File: config.mk
export PLATFORM = sky130hd
export DESIGN_NAME = gpio_wake_ctrl
export DESIGN_NICKNAME = d
export VERILOG_FILES = /design/src/rtl/gpio_wake_pkg.sv /design/src/rtl/gpio_sync.sv /design/src/rtl/gpio_edge_sel.sv /design/src/rtl/gpio_wake_ctrl.sv
export SDC_FILE = /design/constraint.sdc
export NUM_CORES = 1
export LEC_CHECK = 0
export CORE_ASPECT_RATIO = 0.6
export CORE_MARGIN = 2
export CORE_UTILIZATION = 48
export CTS_CLUSTER_SIZE = 10
export DETAILED_ROUTE_END_ITERATION = 16
export GPL_TIMING_DRIVEN = 0
export PLACE_DENSITY_LB_ADDON = 0.3
export RECOVER_POWER = 25
export SLEW_MARGIN = 20
export SYNTH_ARGS = -nofsm -noshare
export SYNTH_HDL_FRONTEND = slang
export SYNTH_HIERARCHICAL = 1
export SYNTH_SLANG_ARGS = --single-unit
File: constraint.sdc
create_clock -name clk -period 2.06 [get_ports clk]
set_input_delay 0.309 -clock clk [delete_from_list [all_inputs] [get_ports clk]]
set_output_delay 0.309 -clock clk [all_outputs]
set_load 0.005 [all_outputs]
File: src/rtl/gpio_wake_pkg.sv
package gpio_wake_pkg;
    localparam int REG_W = 16;
    localparam int FILL_W = 3;

    typedef struct packed {
        logic [REG_W-1:0]  mask;
        logic [REG_W-1:0]  stat;
        logic [FILL_W-1:0] fill;
        logic              irq;
        logic              wake;
    } ctrl_state_t;
endpackage

File: src/rtl/gpio_sync.sv
module gpio_sync #(
    parameter int W = 16
) (
    input  logic         clk,
    input  logic         rst_n,
    input  logic [W-1:0] din,
    output logic [W-1:0] lvl,
    output logic [W-1:0] prev
);
    logic [W-1:0] s1_q, s2_q, s3_q;

    always_ff @(posedge clk or negedge rst_n) begin
        if (!rst_n) begin
            s1_q <= '0;
            s2_q <= '0;
            s3_q <= '0;
        end else begin
            s1_q <= din;
            s2_q <= s1_q;
            s3_q <= s2_q;
        end
    end

    assign lvl  = s2_q;
    assign prev = s3_q;
endmodule

File: src/rtl/gpio_edge_sel.sv
module gpio_edge_sel #(
    parameter int W = 16
) (
    input  logic [W-1:0] lvl,
    input  logic [W-1:0] prev,
    input  logic [W-1:0] pol,
    input  logic [W-1:0] ena,
    output logic [W-1:0] hit
);
    for (genvar i = 0; i < W; i++) begin : g_pin
        logic rise, fall;
        assign rise   = lvl[i] & ~prev[i];
        assign fall   = ~lvl[i] & prev[i];
        assign hit[i] = ena[i] & (pol[i] ? rise : fall);
    end
endmodule

File: src/rtl/gpio_wake_ctrl.sv
module gpio_wake_ctrl
    import gpio_wake_pkg::*;
#(
    parameter int NUM_PINS = 8
) (
    input  logic        clk,
    input  logic        rst_n,
    input  logic        wr_en,
    input  logic        wr_sel,
    input  logic [15:0] wr_data,
    input  logic        rd_sel,
    output logic [15:0] rd_data,
    input  logic [15:0] gpio_in,
    input  logic [15:0] cfg_dir,
    input  logic [15:0] cfg_pol,
    input  logic [15:0] cfg_sticky,
    input  logic        link_down,
    output logic        gpio_int,
    output logic        sdata_wake
);
    localparam logic [REG_W-1:0] IMPL_MASK = REG_W'((32'd1 << NUM_PINS) - 32'd1);

    ctrl_state_t st_d, st_q;
    logic [REG_W-1:0] lvl, prev, sticky_in, hit, clr;
    logic             any_evt, primed;

    gpio_sync #(.W(REG_W)) u_sync (
        .clk  (clk),
        .rst_n(rst_n),
        .din  (gpio_in),
        .lvl  (lvl),
        .prev (prev)
    );

    assign sticky_in = cfg_dir & cfg_sticky & IMPL_MASK;
    assign primed    = st_q.fill[FILL_W-1];

    gpio_edge_sel #(.W(REG_W)) u_edge (
        .lvl (lvl),
        .prev(prev),
        .pol (cfg_pol),
        .ena (sticky_in & {REG_W{primed}}),
        .hit (hit)
    );

    always_comb begin
        st_d    = st_q;
        clr     = (wr_en && wr_sel) ? ~wr_data : '0;
        any_evt = |(st_q.stat & st_q.mask & sticky_in);

        st_d.fill = {st_q.fill[FILL_W-2:0], 1'b1};
        if (wr_en && !wr_sel)
            st_d.mask = wr_data & IMPL_MASK;

        // Edge wins over a same-cycle clear; non-sticky bits track the pin.
        st_d.stat = ((sticky_in & (hit | (st_q.stat & ~clr)))
                   | (~sticky_in & lvl)) & IMPL_MASK;

        st_d.irq  = !link_down && any_evt;
        st_d.wake = link_down && (st_q.wake || any_evt);
    end

    always_ff @(posedge clk or negedge rst_n) begin
        if (!rst_n) st_q <= '0;
        else        st_q <= st_d;
    end

    assign rd_data    = (rd_sel ? st_q.stat : st_q.mask) & IMPL_MASK;
    assign gpio_int   = st_q.irq;
    assign sdata_wake = st_q.wake;
endmodule

==> results_dict.tcl <==
set metrics [dict create \
    dp_slack_ps 395.0 \
    drive_above_1_share_pct 15.68 \
    rr_endpoint "st_q[9]" \
    holdBufCountCts 1 \
    post-route-min-period_ps 1726 \
    viasPerCell 5.145 \
    clockBufferDepth 2 \
    drt_iter0_drc 43 \
    highest_layer "met4" \
    num_io_pins 104 \
    grt_pass1_wl_um 6527 \
    cts_setup_buffers 0 \
    post_cts_resized 0 \
    p_per_area_nw_per_um2 713.9 \
    cp-end-kind "output pin" \
    yosysWarnings 6 \
    num_antenna_cells 0 \
    syn_area_per_cell_sq_um 11.75 \
    r2r_slack_ps 790 \
    rows 17 \
    portBuffers 54 \
    drc 0 \
    grt_pass1_vias 1458 \
    clkSinkCount 45 \
    fin_ws_ps 333.9 \
    htree_levels 2 \
    crit_chain "mux2_2 -> clkdlybuf4s50_1" \
    fin_crit_sh_pct 83.79 \
    drv_slew 0 \
    fp.coreArea_sq_um 3765 \
    timing.max_cap.violations 0 \
    dr_wl_met2_um 1931 \
    rsz0062_at_grt "no" \
    crit_family "buffers and inverters" \
    critPathBufInv 1 \
    required_ps 1750 \
    fin_skew_ps 4.520 \
    clkLatencyLatePin_ps 290 \
    place.gp.congestion 0.8123 \
    nets 321 \
    die_w_um 86.06 \
    filler_cell_count 298 \
    die_y_um 53.24 \
    area_delta_synth_final_pct 39.16 \
    dr_total_vias 1456 \
    cpMaxStageDelayCell "clkdlybuf4s50_1" \
    synthCells 165 \
    finalHoldViolations 0 \
    setup_viol 0 \
    maxSlewHeadroom_pct 64.77 \
    wirelength_um 4031 \
    dieArea_sq_um 4581 \
    wl_per_cell_um 14.24 \
    place_hpwl_um 2985 \
    r2r_start "primed" \
    grt-ovfl-total 0 \
    root_buffer "clkbuf_8" \
    worst_ir_drop_vdd_uv 399.7 \
    max_freq_ghz 0.5793 \
    grt_max_degree 25 \
    critPathLaunchType "register" \
    holdCritPathClass "register to register" \
    cts-buffers-inserted 5 \
    tightest_slew_ps 528.4 \
    path_class "register to output pin" \
    cp.arrival_ps 1420 \
    antenna_found_initial 0 \
    cp_max_fo 3 \
    critPathMaxStageDelay_ps 450 \
    first_pass_iters 4 \
    grt_usage_pct 19.41 \
    wl_met3_um 246 \
    endpoint "rd_data[1]" \
    worst-r2r-cell-count 5 \
    fin_util_pct 71.68 \
    post_synth_instance_area_sq_um 1939 \
    cts_tree "done" \
    status "finished, final reports clean" \
    critPathLaunch "st_q[22]" \
    antenna_left 0 \
    drt-met1-wl_um 1827 \
    leakage_nw 1.232 \
    initial_core_util_pct 51.51 \
    clk_pin_slew_ps 80 \
    crit_cells 2 \
]
[final cells by class]
class                           instances  area [sq um]  share of cell area, %
Sequential cell                        45          1126                  41.72
Multi-Input combinational cell        115         755.7                  28.00
Timing Repair Buffer                   56         573.1                  21.23
Clock buffer                            7         96.34                  3.570
Buffer                                 10         76.32                  2.828
Tap cell                               47         58.81                  2.179
Inverter                                2         7.507                 0.2782
Clock inverter                          1         5.005                 0.1854
[worst register-to-register path, cell delays in order, from the launching register on]
cell       delay, ps
dfrtp_1          550
and3_1           240
nand4bb_1        130
nand2_1           80
nor2_1            40
a21oi_1          140
[through the flow]
step | area (sq um) | std cells | setup TNS, ps | power (mW) | hold slack, ps
finish | 2699 | 283 | 0 | 1.927 | 350.7
global route | 2699 | 283 | 0 | 2.018 | 364.2
CTS | 2699 | 283 | 0 | 1.953 | 352.9
detailed placement | 2587 | 274 | 0 | 1.360 | 318.5
global placement | 2565 | 273 | -21360 | 1.344 | 331.1
floorplan | 1966 | 172 | 0 | 1.152 | 13.41
[routing by layer]
layer | GRT usage, % | up-vias
li1 | - | 709
met1 | 23.88 | 701
met2 | 32.95 | 42
met3 | 6.240 | 4
met4 | 6.349 | 0
met5 | 0 | -
[registers in the layout (all words and copies together) (netlist names)]
name	cells
gpio_int	1
primed	1
sdata_wake	1
st_d	2
st_q	16
u_sync/lvl	8
u_sync/prev	8
u_sync/s1_q	8
[worst min path at each step]
| stage | slack, ps | from | cells after the start | end |
|---|---|---|---|---|
| final | 350 | u_sync/s1_q[6] | 0 | u_sync/lvl[6] |
| after global routing | 360 | u_sync/s1_q[3] | 0 | u_sync/lvl[3] |
| after CTS | 350 | u_sync/s1_q[7] | 0 | u_sync/lvl[7] |
| after detailed placement | 320 | rst_n | 1 | u_sync/prev[3] |
| after global placement | 330 | u_sync/s1_q[6] | 0 | u_sync/lvl[6] |
| after floorplan | 10 | rst_n | 0 | gpio_int |
[report_power, final]
| part | internal, mW | switching (mW) | total (mW) |
|---|---|---|---|
| logic | 0.221 | 0.121 | 0.342 |
| clock network | 0.303 | 0.282 | 0.586 |
| registers | 0.952 | 0.0473 | 0.999 |
| total | 1.48 | 0.451 | 1.93 |
[layout by cell type, fill, tap and decap left out, types with 7 or more instances in the layout]
| master | instances |
|---|---|
| dfrtp_1 | 45 |
| clkdlybuf4s50_1 | 45 |
| nand2_1 | 25 |
| a21oi_1 | 17 |
| nor2_1 | 10 |
| conb_1 | 9 |
| dlygate4sd3_1 | 9 |
| mux2_2 | 8 |
| o21ai_0 | 8 |
| and3_1 | 8 |
| mux2_4 | 8 |
| buf_4 | 8 |
| nand4bb_1 | 8 |
| nand4b_1 | 8 |
| clkbuf_8 | 7 |
Power figures use the tool's default switching activity.
